**config.mk**
```make
export PLATFORM = sky130hd
export DESIGN_NAME = runfill_decoder
export DESIGN_NICKNAME = d
export VERILOG_FILES = /design/src/rtl/runfill_pkg.sv /design/src/rtl/runfill_ctrl.sv /design/src/rtl/runfill_dpath.sv /design/src/rtl/runfill_decoder.sv
export SDC_FILE = /design/constraint.sdc
export NUM_CORES = 1
export LEC_CHECK = 0
export BUFFER_PORTS_ARGS = -buffer_cell sky130_fd_sc_hd__clkbuf_2
export CAP_MARGIN = 20
export CORE_MARGIN = 2
export CORE_UTILIZATION = 50
export CTS_BUF_LIST = sky130_fd_sc_hd__clkbuf_8
export DETAILED_ROUTE_END_ITERATION = 16
export GPL_ROUTABILITY_DRIVEN = 0
export PLACE_DENSITY = 0.78
export SYNTH_ARGS = -nofsm -noshare
export SYNTH_HDL_FRONTEND = slang
export SYNTH_HIERARCHICAL = 1
export SYNTH_SLANG_ARGS = --single-unit
export TNS_END_PERCENT = 100
```
**constraint.sdc**
```tcl
create_clock -name clk -period 3.07 [get_ports clk]
set_input_delay 0 -clock clk [delete_from_list [all_inputs] [get_ports clk]]
set_output_delay 0 -clock clk [all_outputs]
set_load 0.005 [all_outputs]
```
**src/rtl/runfill_pkg.sv**
```systemverilog
package runfill_pkg;
  localparam int WORD_W = 16;
  localparam int IDX_W  = 8;

  // control-to-datapath strobes
  typedef struct packed {
    logic load;   // word accepted this cycle
    logic fire;   // pixel taken this cycle
    logic clear;  // line restart
  } rfStrobe_t;
endpackage

```
**src/rtl/runfill_ctrl.sv**
```systemverilog
module runfill_ctrl
  import runfill_pkg::*;
#(
  parameter int LEN_W = 12
) (
  input  logic             clk,
  input  logic             rstN,
  input  logic             lineStart,
  input  logic [LEN_W-1:0] lineLen,
  input  logic             modeRun,
  input  logic             bpp8,
  input  logic [IDX_W-1:0] runCount,
  input  logic             inValid,
  input  logic             pixReady,
  output logic             inReady,
  output logic             pixValid,
  output rfStrobe_t        stb,
  output logic [1:0]       slot
);
  logic             busy;
  logic             lineDone;
  logic [IDX_W-1:0] remaining;
  logic [LEN_W-1:0] pixCount;
  logic             lastPix;
  logic             lineEnd;

  assign inReady   = !busy && !lineDone;
  assign pixValid  = busy;
  assign stb.clear = lineStart;
  assign stb.load  = inValid && inReady && !lineStart;
  assign stb.fire  = busy && pixReady && !lineStart;
  assign slot      = remaining[1:0];
  assign lastPix   = (remaining == '0);
  assign lineEnd   = (pixCount == lineLen - LEN_W'(1));

  always_ff @(posedge clk) begin
    if (!rstN) begin
      busy      <= 1'b0;
      lineDone  <= 1'b0;
      remaining <= '0;
      pixCount  <= '0;
    end else if (stb.clear) begin
      busy      <= 1'b0;
      lineDone  <= 1'b0;
      remaining <= '0;
      pixCount  <= '0;
    end else if (stb.load) begin
      busy      <= 1'b1;
      remaining <= modeRun ? runCount : (bpp8 ? IDX_W'(1) : IDX_W'(3));
    end else if (stb.fire) begin
      pixCount  <= pixCount + LEN_W'(1);
      remaining <= remaining - IDX_W'(1);
      if (lineEnd) begin
        busy     <= 1'b0;
        lineDone <= 1'b1;
      end else if (lastPix) begin
        busy <= 1'b0;
      end
    end
  end
endmodule

```
**src/rtl/runfill_dpath.sv**
```systemverilog
module runfill_dpath
  import runfill_pkg::*;
(
  input  logic              clk,
  input  logic              rstN,
  input  rfStrobe_t         stb,
  input  logic [1:0]        slot,
  input  logic [WORD_W-1:0] inData,
  input  logic              modeRun,
  input  logic              bpp8,
  output logic [IDX_W-1:0]  pixOut
);
  logic [WORD_W-1:0] wordQ;
  logic              runQ;
  logic              wideQ;
  logic [IDX_W-1:0]  heldQ;
  logic [IDX_W-1:0]  code;
  logic [IDX_W-1:0]  holdColour;

  // select the packed code for the current slot; the slot counts down
  always_comb begin
    if (wideQ) begin
      code = slot[0] ? wordQ[15:8] : wordQ[7:0];
    end else begin
      case (slot)
        2'd3:    code = {4'h0, wordQ[15:12]};
        2'd2:    code = {4'h0, wordQ[11:8]};
        2'd1:    code = {4'h0, wordQ[7:4]};
        default: code = {4'h0, wordQ[3:0]};
      endcase
    end
    holdColour = (code != '0) ? code : heldQ;
    pixOut     = runQ ? wordQ[15:8] : holdColour;
  end

  always_ff @(posedge clk) begin
    if (!rstN) begin
      wordQ <= '0;
      runQ  <= 1'b0;
      wideQ <= 1'b0;
      heldQ <= '0;
    end else if (stb.clear) begin
      heldQ <= '0;
    end else begin
      if (stb.load) begin
        wordQ <= inData;
        runQ  <= modeRun;
        wideQ <= bpp8;
      end
      if (stb.fire && !runQ && code != '0) begin
        heldQ <= code;
      end
    end
  end
endmodule

```
**src/rtl/runfill_decoder.sv**
```systemverilog
module runfill_decoder
  import runfill_pkg::*;
#(
  parameter int LEN_W = 12
) (
  input  logic              clk,
  input  logic              rstN,
  input  logic              lineStart,
  input  logic [LEN_W-1:0]  lineLen,
  input  logic              modeRun,
  input  logic              bpp8,
  input  logic [IDX_W-1:0]  keyIndex,
  input  logic              inValid,
  input  logic [WORD_W-1:0] inData,
  output logic              inReady,
  input  logic              pixReady,
  output logic              pixValid,
  output logic [IDX_W-1:0]  pixOut,
  output logic              pixKey
);
  rfStrobe_t  stb;
  logic [1:0] slot;

  runfill_ctrl #(.LEN_W(LEN_W)) u_ctrl (
    .clk      (clk),
    .rstN     (rstN),
    .lineStart(lineStart),
    .lineLen  (lineLen),
    .modeRun  (modeRun),
    .bpp8     (bpp8),
    .runCount (inData[IDX_W-1:0]),
    .inValid  (inValid),
    .pixReady (pixReady),
    .inReady  (inReady),
    .pixValid (pixValid),
    .stb      (stb),
    .slot     (slot)
  );

  runfill_dpath u_dpath (
    .clk    (clk),
    .rstN   (rstN),
    .stb    (stb),
    .slot   (slot),
    .inData (inData),
    .modeRun(modeRun),
    .bpp8   (bpp8),
    .pixOut (pixOut)
  );

  assign pixKey = pixValid && (pixOut == keyIndex);
endmodule

```
==> impl_metrics.csv, run 1 <==
group,metric,value,unit
logic_synthesis,yosysTopAreaCell,"dfxtp_1",
global_route,grt_pass1_vias,2738,
global_route,antenna_found_initial,0,
logic_synthesis,syn_nets,441,
routing,drc_errors,0,
routing,avgViaCountPerCell,5.74,
clock_tree,cts_buffers,5,
worst_setup_path,cpLargestDelayFamily,"compound AO/OA/AOI/OAI gates",
floorplan,rows,29,
logic_synthesis,synthTopCellsByCount,"nand2_1, dfxtp_1, a21oi_1, nor2_1, xnor2_1",
power_and_ir_drop,p_leak,0.00144,µW
clock_tree,cts_root_buffer,"clkbuf_8",
power_and_ir_drop,peakVddDrop,0.000265,V
logic_synthesis,synthCells,394,
logic_synthesis,synth_area_leaders,"dfxtp_1, nand2_1, xnor2_1, xor2_1, a21boi_0",
timing,rsz0062_at_grt,"no",
placed_design,port_buffers,53,
logic_synthesis,synth_area_per_cell,8.08,µm²
floorplan,dieArea,0.00702,mm²
clock_tree,clkTransAtPathRegs,80,ps
timing,fin_crit,2890,ps
timing,clock.fmax,0.346,GHz
outcome,outcome,"finished, final reports clean",
worst_hold_path,hold_class,"input pin to flip-flop",
logic_synthesis,ys.warnings.count,6,
logic_synthesis,ys.flop_type,"dfxtp_1",
routing,vias,3066,
floorplan,ioPinCount,54,
worst_setup_path,critPathKind,"flip-flop to output port",
power_and_ir_drop,powerDensity,332,mW/mm²
worst_setup_path,cp.required,3070,ps
timing,hold_viol,0,
timing,whs,84.3,ps
clock_tree,cts.path.max_buffers,2,
timing,finalSetupViolCount,0,
clock_tree,clock_latency,300,ps
routing,drtAntennaViolNets,0,
cells_and_area,n_fill_cell,549,
cells_and_area,syn2layout_area_growth,19.2,%
floorplan,die_x,83.8,µm
timing,finClkSkew,10.6,ps
timing,tns,0,ps
worst_setup_path,cp_slowest_stage_delay,430,ps
worst_setup_path,path_cells,"buf_4 -> and2_4 -> a211o_1 -> a221oi_4 -> nand4_2 -> o31ai_4 -> xnor2_1 -> nand4_1 -> nor3_2 -> clkbuf_2",
clock_tree,clock_sinks,48,
worst_setup_path,cpMaxStageDelayCell,"a221oi_4",
logic_synthesis,synth_edf_count,0,
run,cap_viol_max_count,0,
logic_synthesis,synth.top_cell.area_share,0.302,
routing,wire_per_inst,14.8,µm
logic_synthesis,synth.most_common_cell,"nand2_1",
worst_setup_path,crit_path_end_kind,"output port",
cells_and_area,nets,503,
global_route,grt_pass1_wl,13.0,mm
floorplan,core_area,0.00624,mm²
clock_tree,cts_tree,"done",
floorplan,die_h,83.8,µm
floorplan,start_util,0.510,
routing,drt_first_pass_iters,4,
global_route,grt_max_degree,25,
logic_synthesis,netlist_area,0.00318,mm²
routing,wirelength,7.89,mm
worst_setup_path,path_max_fanout,12,
worst_setup_path,worstPathArrival,2890,ps
clock_tree,h-tree-depth,2,
timing,period_share,0.941,
logic_synthesis,synth_seq_cells,48,
cells_and_area,drive_above_1_share,0.212,
logic_synthesis,ys_seq_area_frac,0.302,
timing,relSlewSlack,0.442,
placed_design,dp_hpwl,5.71,mm
routing,drtIter0Drc,197,
timing,drv_slew,0,
cells_and_area,diodes,0,
timing,tightest_slew,837,ps
logic_synthesis,synthDistinctLibCells,65,
logic_synthesis,ys_async_sr_fraction,0,
worst_setup_path,critical_path_buf_inv_count,2,
worst_setup_path,start_kind,"flip-flop",
global_route,grt_overflow,0,
global_route,track_usage,0.224,
## worst reg2reg max path, cell delays in order (launching register included)
cell and delay, ps:
dfxtp_2 390, buf_4 190, and2_4 170, a211o_1 280, a221oi_4 430, nand4_2 310
buf_4 220, buf_4 130, a221oi_1 230
## layout make-up
cell class | instances | area (µm²) | area share
clock buffer | 6 | 82.6 | 0.0218
clock inverter | 2 | 7.51 | 0.00198
inverter | 16 | 60.1 | 0.0158
multi-input combinational | 305 | 2070 | 0.546
sequential | 48 | 962 | 0.254
tap | 77 | 96.3 | 0.0254
timing repair buffer | 80 | 513 | 0.135
## cells in the final DEF (no fill, tap or decap), types with 5 or more instances in the layout
master,netlist,final
nor3_1,6,6
nand2_1,53,53
nand2b_1,13,13
o21ai_0,6,6
clkbuf_2,0,53
a21boi_0,18,18
nand3_1,18,18
a21oi_1,25,25
inv_1,14,16
a31oi_1,5,5
dfxtp_1,48,47
a211oi_1,6,6
clkbuf_8,0,6
mux2i_1,6,6
xnor2_1,20,20
nor2b_1,6,6
xor2_1,16,16
dlygate4sd3_1,0,18
nor2_1,25,25
buf_4,4,9
## power by group
| group | switching (µW) | internal, µW | total, µW |
|---|---|---|---|
| Combinational | 123 | 110 | 233 |
| Sequential | 15.8 | 634 | 649 |
| Clock | 200 | 177 | 377 |
| Total | 338 | 921 | 1260 |
## through the flow
stage / instances / power [µW] / utilization / setup slack, ps / instance area (µm²)
floorplan: 394 / 793 / - / 783 / 3180
global placement: 503 / 850 / 0.552 / 407 / 3440
detailed placement: 503 / 855 / 0.552 / 258 / 3440
CTS: 529 / 1250 / 0.597 / 32.0 / 3720
global route: 534 / 1320 / 0.607 / 2.30 / 3790
finish: 534 / 1260 / 0.607 / 181 / 3790
## state kept, by name, summed over array words and instances, names as in the netlist
signal and cells:
u_ctrl/pixValid 1, u_dpath/runQ 1, u_ctrl/pixCount 12, u_ctrl/lineDone 1
u_dpath/wideQ 1, u_dpath/wordQ 16, u_dpath/heldQ 8, u_ctrl/remaining 8
## final timing paths
check	start	end	slack [ps]	cells past startpoint
worst min-delay path	modeRun	u_ctrl/remaining[4]	80	3
worst min register to register	u_dpath/wordQ[1]	u_dpath/wordQ[1]	470	2
worst max register to register	u_ctrl/remaining[0]	u_dpath/heldQ[7]	630	8
worst max-delay path	u_ctrl/remaining[0]	pixKey	180	10
## per-layer routing
layer | global-route usage | routed length (µm) | up-vias
li1 | - | - | 1524
met1 | 0.292 | 3520 | 1432
met4 | 0.0762 | 136 | 0
met5 | 0 | 0 | -
met2 | 0.376 | 3820 | 98
met3 | 0.0356 | 413 | 12
## cells by family (layout without fill, tap and decap cells)
kind of cell / count (synthesis) / in the layout / share of synthesized area
compound gates: 100 / 100 / 0.228
xor+xnor: 36 / 36 / 0.0991
fa+ha+maj: 4 / 4 / 0.0157
buf+inv: 42 / 104 / 0.0617
flops: 48 / 48 / 0.302
mux: 12 / 12 / 0.0425
simple gates: 152 / 153 / 0.251
## timing repair
| action | in CTS | in global routing |
|---|---|---|
| setup endpoints to repair | 1 | 1 |
| pin swaps | 0 | 1 |
| resized for setup | 1 | 4 |
| hold endpoints to repair | 20 | 0 |
| setup buffers | 0 | 4 |
| hold buffers | 18 | 0 |
| cloned | 0 | 1 |
(Power assumes the default switching activity.)
==> inputs of run 2 (changes only) <==
SYNTH_HIERARCHICAL = unset   (was 1)
==> run 2 against run 1 <==
  * Clock power is 20% higher
  * First-iteration DRC count is 8.6% lower
  * Critical endpoint unchanged
  * Combinational power increased by 24%
  * Largest cell class unchanged
==> impl_metrics.csv, run 2 <==
group,metric,value,unit
cells_and_area,regMostFlops,"u_dpath.wordQ",
timing,fin_crit,3010,ps
routing,vias,3197,
worst_setup_path,reg2regPathDepth,9,
timing,clock.fmax,0.332,GHz
worst_setup_path,crit_path_end_kind,"output port",
worst_setup_path,cp_slowest_stage_delay,410,ps
logic_synthesis,ys.warnings.count,0,
outcome,outcome,"finished, final reports clean",
floorplan,ioPinCount,54,
clock_tree,clkTransAtPathRegs,90,ps
cells_and_area,drive_above_1_share,0.184,
logic_synthesis,synthCells,409,
worst_setup_path,worstPathArrival,3010,ps
clock_tree,cts_tree,"done",
routing,wire_per_inst,15.1,µm
clock_tree,cts.path.max_buffers,2,
clock_tree,h-tree-depth,2,
placed_design,dpl_cell_area,0.00353,mm²
worst_setup_path,path_max_fanout,10,
timing,drv_slew,0,
placed_design,port_buffers,53,
floorplan,die_x,84.5,µm
global_route,antenna_found_initial,0,
logic_synthesis,synth.most_common_cell,"nand2_1",
cells_and_area,final_util,0.612,
worst_setup_path,path_cells,"buf_4 -> mux2_2 -> o21ai_0 -> nand4_1 -> nor4b_2 -> o31a_1 -> xor2_1 -> nor4_1 -> clkbuf_2",
routing,drc_errors,0,
floorplan,core_area,0.00631,mm²
cells_and_area,fin_cells,549,
cells_and_area,syn2layout_area_growth,19.2,%
cells_and_area,final_area,0.00386,mm²
placed_design,dp.cells,523,
worst_setup_path,cp-endpoint,"pixKey",
floorplan,die_h,84.5,µm
logic_synthesis,synth_area_per_cell,7.92,µm²
timing,finalSetupViolCount,0,
logic_synthesis,synth_edf_count,0,
timing,hold_viol,0,
logic_synthesis,yosysTopAreaCell,"dfxtp_1",
power_and_ir_drop,p_leak,0.00148,µW
logic_synthesis,synth_area_leaders,"dfxtp_1, nand2_1, mux2i_1, xor2_1, a21boi_0",
clock_tree,cts_root_buffer,"clkbuf_8",
logic_synthesis,synth.top_cell.area_share,0.297,
cells_and_area,mostFrequentLayoutCell,"nand2_1",
worst_setup_path,start_kind,"flip-flop",
global_route,grt_max_degree,31,
worst_setup_path,rrSetupSlack,450,ps
routing,wirelength,8.31,mm
cells_and_area,diodes,0,
timing,period_share,0.982,
worst_hold_path,hold_class,"input pin to flip-flop",
global_route,grt_overflow,0,
cells_and_area,reg_top3,"u_dpath.wordQ x16, u_ctrl.pixCount x12",
logic_synthesis,ys.flop_type,"dfxtp_1",
routing,drt_first_pass_iters,5,
worst_setup_path,reg2reg_to,"u_dpath.heldQ[5]",
worst_setup_path,crit_start,"u_ctrl.remaining[0]",
clock_tree,clock_latency,300,ps
worst_setup_path,cpLargestDelayFamily,"simple AND/OR/NAND/NOR gates",
worst_setup_path,cpMaxStageDelayCell,"nor4b_2",
cells_and_area,layout_common_cells,"nand2_1, clkbuf_2, dfxtp_1",
logic_synthesis,ys_seq_area_frac,0.297,
placed_design,dp_hpwl,5.92,mm
logic_synthesis,synthTopCellsByCount,"nand2_1, dfxtp_1, nor2_1, a21oi_1, a21boi_0",
routing,drtAntennaViolNets,0,
run,cap_viol_max_count,0,
logic_synthesis,syn_nets,459,
clock_tree,cts_buffers,5,
floorplan,start_util,0.513,
floorplan,dieArea,0.00714,mm²
routing,drtIter0Drc,180,
clock_tree,cts_setup_buffers,0,
clock_tree,clock_sinks,48,
timing,relSlewSlack,0.480,
global_route,grt_pass1_wl,13.9,mm
timing,finClkSkew,7.14,ps
cells_and_area,largest_reg_flops,16,
worst_setup_path,cp.required,3070,ps
global_route,track_usage,0.234,
logic_synthesis,ys_async_sr_fraction,0,
timing,whs,52.3,ps
floorplan,rows,29,
routing,avgViaCountPerCell,5.82,
power_and_ir_drop,peakVddDrop,0.000258,V
logic_synthesis,netlist_area,0.00324,mm²
worst_setup_path,r2r_start,"u_ctrl.remaining[0]",
power_and_ir_drop,powerDensity,364,mW/mm²
logic_synthesis,synthDistinctLibCells,63,
worst_setup_path,critPathKind,"flip-flop to output port",
worst_setup_path,critical_path_buf_inv_count,2,
global_route,grt_pass1_vias,3050,
worst_setup_path,cp.depth,9,
timing,tns,0,ps
cells_and_area,n_fill_cell,579,
cells_and_area,nets,521,
logic_synthesis,synth_seq_cells,48,
timing,tightest_slew,779,ps
## run 2: cell types whose count changed in the layout (fill, tap and decap cells not counted), sizes merged, moves of 4 or more
cell,previous run,this run
o21ai,8,15
and3,1,5
nand3,18,8
nor2,25,32
nand2,53,65
a22o,4,0
buf,9,5
a221oi,5,1
a31oi,6,2
mux2i,6,15
nand2b,14,10
xnor2,20,15
## run 2: stage by stage
step / total power (µW) / setup WS, ps
after detailed placement: 931 / 444
after global placement: 924 / 481
after CTS: 1390 / 112
final: 1410 / 56.6
after global routing: 1470 / -42.4
after floorplan: 841 / 505
## run 2: timing repair
item	4_1_cts	5_1_grt
hold endpoints to repair	20	0
endpoints found under the setup margin	0	1
hold buffers	17	0
gates resized for setup	0	5
## run 2: cell families after synthesis
group | Yosys count | share of synthesized area
adder cells (fa/ha/maj) | 7 | 0.0270
AND/OR/NAND/NOR | 167 | 0.260
buffers and inverters | 36 | 0.0483
multiplexers | 19 | 0.0603
XOR/XNOR | 32 | 0.0888
AO/OA/AOI/OAI | 100 | 0.219
flip-flops | 48 | 0.297
## run 2: per-layer routing
metal  vias up  track usage  wire [µm]
li1       1576            -          -
met1      1506        0.294       3620
met2       101        0.406       4080
met3        14       0.0462        484
met4         0       0.0707        118
met5         -            0          0
## run 2: worst min path at each step
stage          slack [ps]          endpoint  cells past startpoint       from
6_report               50   u_ctrl.pixValid                      3    inValid
5_1_grt                60   u_ctrl.pixValid                      3    inValid
4_1_cts                60      u_dpath.runQ                      3    modeRun
3_5_place_dp          240  u_dpath.wordQ[8]                      3  inData[8]
3_3_place_gp          230  u_dpath.wordQ[9]                      3  inData[9]
2_1_floorplan         140  u_dpath.wordQ[2]                      2  inData[2]
## run 2: area by class of cell
class / instances / area [µm²] / area share
Clock inverter: 3 / 38.8 / 0.0100
Inverter: 16 / 60.1 / 0.0156
Sequential cell: 48 / 961 / 0.249
Tap cell: 77 / 96.3 / 0.0250
Clock buffer: 5 / 68.8 / 0.0178
Multi-Input combinational cell: 325 / 2140 / 0.555
Timing Repair Buffer: 75 / 493 / 0.128
## run 2: tightest hold or removal path, delay by kind of cell
family,cells,cell delay [ps]
buffers and inverters,1,90
AOI/OAI and AO/OA,2,220
## run 2: power breakdown
group | internal [µW] | switching [µW]
logic | 135 | 154
clock network | 239 | 215
registers | 637 | 25.0
total | 1010 | 395
